[src/rtl/fsh_pkg.sv]
package fsh_pkg;
  typedef enum logic [3:0] {
    OP_LSH  = 4'd0,
    OP_ASH  = 4'd1,
    OP_ROT  = 4'd2,
    OP_BSET = 4'd3,
    OP_BCLR = 4'd4,
    OP_BTGL = 4'd5,
    OP_BTST = 4'd6,
    OP_FEXT = 4'd7,
    OP_FDEP = 4'd8,
    OP_EXPO = 4'd9
  } fsh_op_e;
endpackage

[src/rtl/fsh_barrel.sv]
// Log-stage right shifter; each stage either rotates or fills.
module fsh_barrel #(
  parameter int W  = 32,
  parameter int SW = $clog2(W)
) (
  input  logic [W-1:0]  din,
  input  logic [SW-1:0] amt,
  input  logic          fill,
  input  logic          rot,
  output logic [W-1:0]  dout
);
  logic [W-1:0] stg [0:SW];
  assign stg[0] = din;

  for (genvar i = 0; i < SW; i++) begin : g_stage
    localparam int D = 1 << i;
    logic [D-1:0] inb;
    assign inb        = rot ? stg[i][D-1:0] : {D{fill}};
    assign stg[i+1]   = amt[i] ? {inb, stg[i][W-1:D]} : stg[i];
  end

  assign dout = stg[SW];
endmodule

[src/rtl/fsh_shifter.sv]
// Signed-count shift/rotate; left shifts reuse the right shifter via bit reversal.
module fsh_shifter #(
  parameter int W  = 32,
  parameter int AW = 8
) (
  input  logic [W-1:0]  a,
  input  logic [AW-1:0] amount,
  input  logic          arith,
  input  logic          rot,
  output logic [W-1:0]  y
);
  localparam int SW = $clog2(W);
  localparam logic [AW-1:0] WLIM = AW'(W);

  function automatic logic [W-1:0] bitrev(input logic [W-1:0] v);
    logic [W-1:0] r;
    for (int i = 0; i < W; i++) r[i] = v[W-1-i];
    return r;
  endfunction

  logic          left;
  logic [AW-1:0] mag;
  logic          big;
  logic          fill;
  logic [W-1:0]  bin, bout, shaped;

  assign left   = ~amount[AW-1];
  assign mag    = left ? amount : (~amount + 1'b1);
  assign big    = (mag >= WLIM);
  assign fill   = arith & ~left & a[W-1];
  assign bin    = left ? bitrev(a) : a;

  fsh_barrel #(.W(W), .SW(SW)) u_barrel (
    .din (bin),
    .amt (mag[SW-1:0]),
    .fill(fill),
    .rot (rot),
    .dout(bout)
  );

  assign shaped = left ? bitrev(bout) : bout;
  assign y      = (big && !rot) ? {W{fill}} : shaped;
endmodule

[src/rtl/fsh_field.sv]
// Single-bit and bit-field operations.
module fsh_field #(
  parameter int W  = 32,
  parameter int PW = $clog2(W),
  parameter int LW = PW + 1
) (
  input  logic [W-1:0]  a,
  input  logic [W-1:0]  b,
  input  logic [PW-1:0] pos,
  input  logic [LW-1:0] len,
  input  logic          sext,
  output logic [W-1:0]  ext_y,
  output logic [W-1:0]  dep_y,
  output logic [W-1:0]  set_y,
  output logic [W-1:0]  clr_y,
  output logic [W-1:0]  tgl_y,
  output logic          tbit
);
  localparam logic [LW-1:0] LMAX = LW'(W);

  logic [LW-1:0] len_c;
  logic [W:0]    wide_mask;
  logic [W-1:0]  low_mask, ext_raw, dmask, bmask;
  logic [PW-1:0] top_idx;
  logic          sbit;

  assign len_c     = (len > LMAX) ? LMAX : len;
  assign wide_mask = ({{W{1'b0}}, 1'b1} << len_c) - 1'b1;
  assign low_mask  = wide_mask[W-1:0];
  assign ext_raw   = (a >> pos) & low_mask;
  assign top_idx   = PW'(len_c - 1'b1);
  assign sbit      = (len_c != '0) && ext_raw[top_idx];
  assign ext_y     = (sext && sbit) ? (ext_raw | ~low_mask) : ext_raw;

  assign dmask     = low_mask << pos;
  assign dep_y     = (a & ~dmask) | ((b << pos) & dmask);

  assign bmask     = {{(W-1){1'b0}}, 1'b1} << pos;
  assign set_y     = a | bmask;
  assign clr_y     = a & ~bmask;
  assign tgl_y     = a ^ bmask;
  assign tbit      = a[pos];
endmodule

[src/rtl/fsh_expo.sv]
// Counts bits below the MSB that repeat the MSB before the first change.
module fsh_expo #(
  parameter int W  = 32,
  parameter int CW = $clog2(W)
) (
  input  logic [W-1:0]  a,
  output logic [CW-1:0] cnt
);
  always_comb begin
    logic hit;
    hit = 1'b0;
    cnt = '0;
    for (int i = W - 2; i >= 0; i--) begin
      if (!hit) begin
        if (a[i] == a[W-1]) cnt = cnt + 1'b1;
        else                hit = 1'b1;
      end
    end
  end
endmodule

[src/rtl/fieldshift_unit.sv]
module fieldshift_unit #(
  parameter int W  = 32,
  parameter int AW = 8,
  parameter int PW = $clog2(W),
  parameter int LW = PW + 1
) (
  input  logic          clk,
  input  logic          rst,
  input  logic          in_valid,
  input  logic [3:0]    op,
  input  logic [W-1:0]  opnd_a,
  input  logic [W-1:0]  opnd_b,
  input  logic [AW-1:0] amount,
  input  logic [PW-1:0] fld_pos,
  input  logic [LW-1:0] fld_len,
  input  logic          fld_sext,
  output logic          out_valid,
  output logic [W-1:0]  result,
  output logic          zero_flag,
  output logic          test_flag
);
  import fsh_pkg::*;

  localparam int CW = $clog2(W);

  fsh_op_e      opc;
  logic [W-1:0] sh_y, ext_y, dep_y, set_y, clr_y, tgl_y, nxt;
  logic [CW-1:0] ex_cnt;
  logic          tbit, nxt_t;

  assign opc = fsh_op_e'(op);

  fsh_shifter #(.W(W), .AW(AW)) u_shift (
    .a     (opnd_a),
    .amount(amount),
    .arith (opc == OP_ASH),
    .rot   (opc == OP_ROT),
    .y     (sh_y)
  );

  fsh_field #(.W(W), .PW(PW), .LW(LW)) u_field (
    .a    (opnd_a),
    .b    (opnd_b),
    .pos  (fld_pos),
    .len  (fld_len),
    .sext (fld_sext),
    .ext_y(ext_y),
    .dep_y(dep_y),
    .set_y(set_y),
    .clr_y(clr_y),
    .tgl_y(tgl_y),
    .tbit (tbit)
  );

  fsh_expo #(.W(W), .CW(CW)) u_expo (
    .a  (opnd_a),
    .cnt(ex_cnt)
  );

  always_comb begin
    nxt   = opnd_a;
    nxt_t = 1'b0;
    unique case (opc)
      OP_LSH, OP_ASH, OP_ROT: nxt = sh_y;
      OP_BSET: nxt = set_y;
      OP_BCLR: nxt = clr_y;
      OP_BTGL: nxt = tgl_y;
      OP_BTST: nxt_t = tbit;
      OP_FEXT: nxt = ext_y;
      OP_FDEP: nxt = dep_y;
      OP_EXPO: nxt = {{(W-CW){1'b0}}, ex_cnt};
      default: nxt = opnd_a;
    endcase
  end

  always_ff @(posedge clk) begin
    if (rst) begin
      out_valid <= 1'b0;
      result    <= '0;
      zero_flag <= 1'b0;
      test_flag <= 1'b0;
    end else begin
      out_valid <= in_valid;
      if (in_valid) begin
        result    <= nxt;
        zero_flag <= (nxt == '0);
        test_flag <= nxt_t;
      end
    end
  end
endmodule

[config.mk]
export PLATFORM = sky130hd
export DESIGN_NAME = fieldshift_unit
export DESIGN_NICKNAME = d
export VERILOG_FILES = /design/src/rtl/fsh_pkg.sv /design/src/rtl/fsh_barrel.sv /design/src/rtl/fsh_shifter.sv /design/src/rtl/fsh_field.sv /design/src/rtl/fsh_expo.sv /design/src/rtl/fieldshift_unit.sv
export SDC_FILE = /design/constraint.sdc
export NUM_CORES = 1
export LEC_CHECK = 0
export BUFFER_PORTS_ARGS = -buffer_cell sky130_fd_sc_hd__buf_2
export CAP_MARGIN = 15
export CORE_ASPECT_RATIO = 1.25
export CORE_UTILIZATION = 50
export CTS_CLUSTER_SIZE = 25
export DETAILED_ROUTE_END_ITERATION = 8
export HOLD_SLACK_MARGIN = 0.1
export PLACE_DENSITY = 0.7
export SYNTH_ARGS = -nofsm -noshare
export SYNTH_HDL_FRONTEND = slang
export SYNTH_HIERARCHICAL = 1
export SYNTH_SLANG_ARGS = --single-unit
export TNS_END_PERCENT = 30
[constraint.sdc]
create_clock -name clk -period 19.3 [get_ports clk]
set_input_delay 3.86 -clock clk [delete_from_list [all_inputs] [get_ports clk]]
set_output_delay 3.86 -clock clk [all_outputs]
set_load 0.02 [all_outputs]
; ---- Word-level counts from Yosys, hierarchy flattened
; Cells that the tools add are included.
; W data, S select, Z words.
[word_totals]
ff_bits = 35
in_bits = 91
word_cells = 250
[op_classes]
addsub = 33
order_cmp = 4
n_eq_ne = 40
shifts = 5
muxes = 142
n_bitwise = 14
n_reduce_logical = 8
[op_table]
columns = operator, count
row1 = $mux W5, 60
row2 = $mux W32, 9
row3 = $pmux W32 S7, 1
row4 = $add A5 B1 Y5 const B, 30
row5 = $and A32 B32 Y32, 4
row6 = $not A32 Y32, 3
row7 = $or A32 B32 Y32, 3
row8 = $mux W1, 64
row9 = $shl A32 B5 Y32, 2
row10 = $logic_not A32 Y1, 1
row11 = $shl A1 B5 Y32 const A, 1
row12 = $shl A1 B6 Y32 const A, 1
row13 = $shr A32 B5 Y32, 1
row14 = $sub A32 B1 Y32 const B, 1
row15 = $xor A32 B32 Y32, 1
row16 = $eq A1 B1 Y1, 31
row17 = $eq A4 B3 Y1 const B, 4
row18 = $mux W16, 1
row19 = $mux W8, 2
row20 = $lt A5 B6 Y1 const B, 2
row21 = $bmux W1 S5, 2
row22 = $add A8 B1 Y8 const B, 1
row23 = $eq A4 B2 Y1 const B, 2
row24 = $eq A4 B4 Y1 const B, 2
row25 = 14 further kinds, 17

; ---- Depth between registers and ports, before layout
[depth]
ltp_word = 94
ltp_mapped = 83

; ---- Cells and area by module
; Netlist, hierarchy kept.
[modules_own_cells]
columns = module, instances, cells_each, area_each_um2, seq_area_each_um2
row1 = fsh_field, 1, 1308, 9356.5, 0.0
row2 = fsh_expo, 1, 700, 4554.4, 0.0
row3 = fieldshift_unit, 1, 400, 2997.9, 700.7
row4 = fsh_barrel, 1, 254, 2233.4, 0.0
row5 = fsh_shifter, 1, 138, 1332.5, 0.0

; ---- Worst setup path after synthesis
; Ideal clock, no wire load.
[synth_path]
kind = in2reg
from = input port opnd_a[31]
to = register zero_flag
setup_time_ns = 0.073
arrival_ns = 17.640
required_time_ns = 19.227
setup_slack_ns = 1.586
cell_stages = 78
path_buffers = 5
path_cell_list = buf_2 > buf_2 > buf_2 > buf_2 > buf_2 > nand3_1 > nand2_1 > ha_1 > a21boi_0 > o311ai_0 > o21ai_0 > ha_1 > a211oi_1 > a311oi_1 > a211oi_1 > nor2_1 > nor2_1 > ha_1 > (+42 left out) > o21ai_0 > xor2_1 > nor2_4 > xnor2_1 > xnor2_2 > xnor2_1 > xnor3_2 > and2_1 > or3_1 > or4_1 > mux2i_1 > xnor3_1 > xnor3_1 > a22o_1 > a2111oi_0 > nand4b_1 > or4_1 > o22ai_2
[synth_via]
elab_chain_len = 94
word_cells_on_any_way = 210
[synth_rtl]
columns = item, line_no
row1 = start: declaration, fieldshift_unit.sv:11  ; input logic [W-1:0] opnd_a,
row2 = $eq A1 B1 Y1, fsh_expo.sv:15  ; if (a[i] == a[W-1]) cnt = cnt + 1'b1;
row3 = $mux W1, fsh_expo.sv:15
row4 = $add A5 B1 Y5, fsh_expo.sv:15
row5 = $mux W5, fsh_expo.sv:15
row6 = $mux W5, fsh_expo.sv:14  ; if (!hit) begin
row7 = $add A5 B1 Y5, fsh_expo.sv:15
row8 = $mux W5, fsh_expo.sv:15
row9 = $mux W5, fsh_expo.sv:14
row10 = (+79 left out), -
row11 = $mux W5, fsh_expo.sv:15
row12 = $mux W5, fsh_expo.sv:14
row13 = $add A5 B1 Y5, fsh_expo.sv:15
row14 = $mux W5, fsh_expo.sv:15
row15 = $mux W5 (*), fsh_expo.sv:14
row16 = net ex_cnt[4], fieldshift_unit.sv:28  ; logic [CW-1:0] ex_cnt;
row17 = $pmux W32 S7 (*), fieldshift_unit.sv:63  ; unique case (opc)
row18 = $logic_not A32 Y1 (*), fieldshift_unit.sv:86  ; zero_flag <= (nxt == '0);
row19 = end signal: assignment, fieldshift_unit.sv:86
row20 = end: declaration, fieldshift_unit.sv:19  ; output logic zero_flag,
; The timed path passes the listed nets; every way through them passes the cells marked *. The select of a mux whose other input is x is not followed.
; A chain may end at the register's enable or synchronous reset.

; ---- Final worst setup path
[layout_path]
from = input port opnd_a[30]
to = register zero_flag
[layout_via]
elab_chain_len = 94
word_cells_on_any_way = 150
[layout_rtl]
columns = item, line_no
row1 = $eq A1 B1 Y1 (*), fsh_expo.sv:15
row2 = $mux W1, fsh_expo.sv:15
row3 = $add A5 B1 Y5, fsh_expo.sv:15
row4 = $mux W5, fsh_expo.sv:15
row5 = $mux W5, fsh_expo.sv:14
row6 = $add A5 B1 Y5, fsh_expo.sv:15
row7 = $mux W5, fsh_expo.sv:15
row8 = $mux W5, fsh_expo.sv:14
row9 = (+79 left out), -
row10 = $mux W5, fsh_expo.sv:15
row11 = $mux W5, fsh_expo.sv:14
row12 = $add A5 B1 Y5, fsh_expo.sv:15
row13 = $mux W5, fsh_expo.sv:15
row14 = $mux W5 (*), fsh_expo.sv:14
row15 = net ex_cnt[4], fieldshift_unit.sv:28
row16 = $pmux W32 S7 (*), fieldshift_unit.sv:63
row17 = $logic_not A32 Y1 (*), fieldshift_unit.sv:86
; Marked as above.

==> flow_summary.yaml <==
cts:
  htree_levels: 2
  clock_latency_ns: 0.27
  cts.clk_slew.worst_paths_ns: 0.05
  cts_buffer_depth: 2
  root_buffer: "clkbuf_16"
  cts_tree: "done"
  cts_buffers: 5
  clock_sinks: 35
die:
  die_w_um: 183
  core-area_mm2: 0.0402
  ios: 126
  start_util_pct: 50.9
  dieArea_mm2: 0.0418
  num_rows: 82
  die_y_um: 228
global_route:
  grt_pass1_wl_um: 150000
  gr-total-overflow: 0
  grt_max_degree: 70
  grtUsageTotal_pct: 48.0
  antenna_found_initial: 10
  first_global_vias: 22600
min_path:
  min-delay-path-class: "reg2reg"
  min_to: "test_flag"
  hold_depth: 2
  min_from: "test_flag"
routing:
  wl_per_cell_um: 31.5
  drt_pre_antenna_iters: 6
  drt_wl_total_um: 104000
  drc: 0
  via_per_inst: 7.52
  ant_nets: 0
  first_iter_violations: 3353
  vias: 24800
sta:
  max_freq_mhz: 53.9
  fin_ws_ns: 0.749
  relSlewSlack_pct: -5.56
  period_needed_ns: 18.55
  hold_viol_final: 0
  fin_skew_ns: 0
  hold-worst-slack_ns: 0.477
  slew_viol_final: 2
  tightest_slew_ns: 1.57
  finalCritPeriodShare_pct: 96.1
  setup_violations: 0
synth:
  ys_types: 121
  netlist_instances: 2800
  syn_area_mm2: 0.0205
  ys_seq_area_share_pct: 3.42
  ys_ff_latch: 35
  synth_ff_type: "dfxtp_1"
  async_flop_share_pct: 0
  synth.avg_cell_area_um2: 7.31
  synth_enable_flop_cells: 0
  syn_nets: 2990
  synth_top_area_cell: "mux4_2"
  synth_top_area_share_pct: 9.90
  ys_top_cells_by_area: "mux4_2, mux2i_1, ha_1, nand2_1, mux2_2"
  yosysWarnings: 6
worst_setup_path:
  r2r_slack_ns: 18.54
  reg2reg_depth: 2
  worstSetupStartpointType: "primary input"
  r2r-start: "result[18]"
  crit_slowest_cell: "or4_1"
  arrival_ns: 18.76
  critPathCaptureType: "flop"
  cp_max_fo: 18
  crit_required_ns: 19.51
  max_stage_delay_ns: 0.59
  path_class: "in2reg"
  timing.rr.end: "result[18]"
finish:
  n_fill_cell: 3987
  drive_gt1_share_pct: 18.3
  finalNetCount: 2943
  final_core_util_pct: 53.1
  final_cells: 3303
  fin_area_mm2: 0.0214
  syn_to_final_growth_pct: 4.29
place:
  post-dp-hpwl_um: 77000
  place_area_mm2: 0.0211
  pre_cts_ws_ns: 0.203
  dp_cells: 3284
  gp_congestion: 1.07
  port-buffer-count: 125
status:
  status: "complete, but fails checks"
  violations: "max-capacitance violations, max-slew violations"
pwr:
  power_density_mw_per_mm2: 39.7
  p_leak_nw: 8.28
  vdd_ir_drop_max_mv: 0.0513
run:
  max-cap-violations: 1
==> metal layers <==
| layer | part of all wire, % | global-route usage [%] | vias up | wire [µm] |
|---|---|---|---|---|
| li1 | - | - | 10600 | - |
| met1 | 35 | 56.4 | 11800 | 36900 |
| met2 | 42 | 71.6 | 1887 | 43900 |
| met3 | 11 | 12.1 | 500 | 11800 |
| met4 | 11 | 43.6 | 14 | 11300 |
| met5 | 0.085 | 0 | - | 88 |
==> critical path, delay by kind of cell <==
kind,cells,cell delay [ns]
simple gates,26,4.59
compound gates,22,3.80
fa+ha+maj,11,3.11
xor+xnor,8,1.91
mux,4,0.95
buf+inv,3,0.46
==> registers in the layout, indices dropped and copies added (netlist names) <==
signal     flops
result        32
out_valid      1
test_flag      1
zero_flag      1
==> placed cells by master (no fill, tap or decap), types with 49 or more instances in the layout <==
cell / netlist / final
a21oi_1: 146 / 146
ha_1: 99 / 99
inv_1: 112 / 111
nor3_1: 70 / 69
mux4_2: 90 / 90
mux2_2: 94 / 93
o21ai_0: 141 / 140
mux2i_1: 168 / 167
buf_4: 15 / 64
buf_2: 57 / 120
nor2_1: 252 / 251
nand3_1: 105 / 104
nand2_1: 284 / 284
xnor2_1: 52 / 49
a22oi_1: 69 / 69
==> area by class of cell <==
| type | count | area (µm²) | area share (%) |
|---|---|---|---|
| Clock inverter | 1 | 5.00 | 0.0234 |
| Multi-Input combinational cell | 2406 | 18300 | 85.5 |
| Timing Repair Buffer | 190 | 1130 | 5.29 |
| Sequential cell | 35 | 701 | 3.28 |
| Clock buffer | 7 | 133 | 0.621 |
| Antenna cell | 3 | 7.51 | 0.0352 |
| Inverter | 115 | 432 | 2.02 |
| Tap cell | 546 | 683 | 3.20 |
==> synthesized netlist by cell type, types with 34 or more instances <==
library cell / count
mux2_2: 94
buf_2: 57
nor2_1: 252
mux4_2: 90
dfxtp_1: 35
inv_1: 112
ha_1: 99
nand2_1: 284
nor3_1: 70
a21oi_1: 146
o22ai_1: 40
nor2b_1: 36
o211ai_1: 46
nand2b_1: 34
nand3_1: 105
buf_1: 34
o21ai_0: 141
mux2i_1: 168
a22oi_1: 69
xnor2_1: 52
a211oi_1: 46
and2_1: 35
clkbuf_1: 119
==> metrics by stage <==
| step | TNS [ns] | total power (W) |
|---|---|---|
| floorplan | 0 | 0.000516 |
| global placement | 0 | 0.000723 |
| detailed placement | 0 | 0.000729 |
| CTS | 0 | 0.000805 |
| global route | -0.00271 | 0.000875 |
| finish | 0 | 0.000848 |
==> cell families (layout without fill, tap and decap cells) <==
logic type	after synthesis	after routing	synth area share, %
AOI/OAI and AO/OA	838	838	29.4
other	0	3	0
and+or+nand+nor	1023	1023	25.0
muxes	360	360	23.9
buffers and inverters	359	313	7.94
xor gates and xnor gates	85	85	4.20
DFF	35	35	3.42
adders and majority gates	100	100	6.10
==> worst max path at each step <==
stage | from | depth (start not counted) | slack, ns | endpoint
global placement | opnd_a[30] | 73 | 0.77 | zero_flag
detailed placement | opnd_a[30] | 73 | 0.20 | zero_flag
global route | opnd_a[30] | 78 | -0.003 | zero_flag
CTS | opnd_a[30] | 73 | 0.40 | zero_flag
finish | opnd_a[30] | 74 | 0.75 | zero_flag
floorplan | opnd_a[31] | 78 | 1.59 | zero_flag
==> repair_timing <==
action / CTS / global route
hold buffers: 0 / 0
buffers inserted: 0 / 4
resized for setup: 0 / 11
endpoints found under the setup margin: 0 / 2
==> where the power goes <==
group          leakage [nW]  switching (W)  internal (W)
combinational          7.93       0.000456      0.000235
sequential            0.289     0.00000354     0.0000779
clock                0.0679      0.0000277     0.0000476
total                  8.28       0.000487      0.000360
Power figures use the tool's default switching activity.
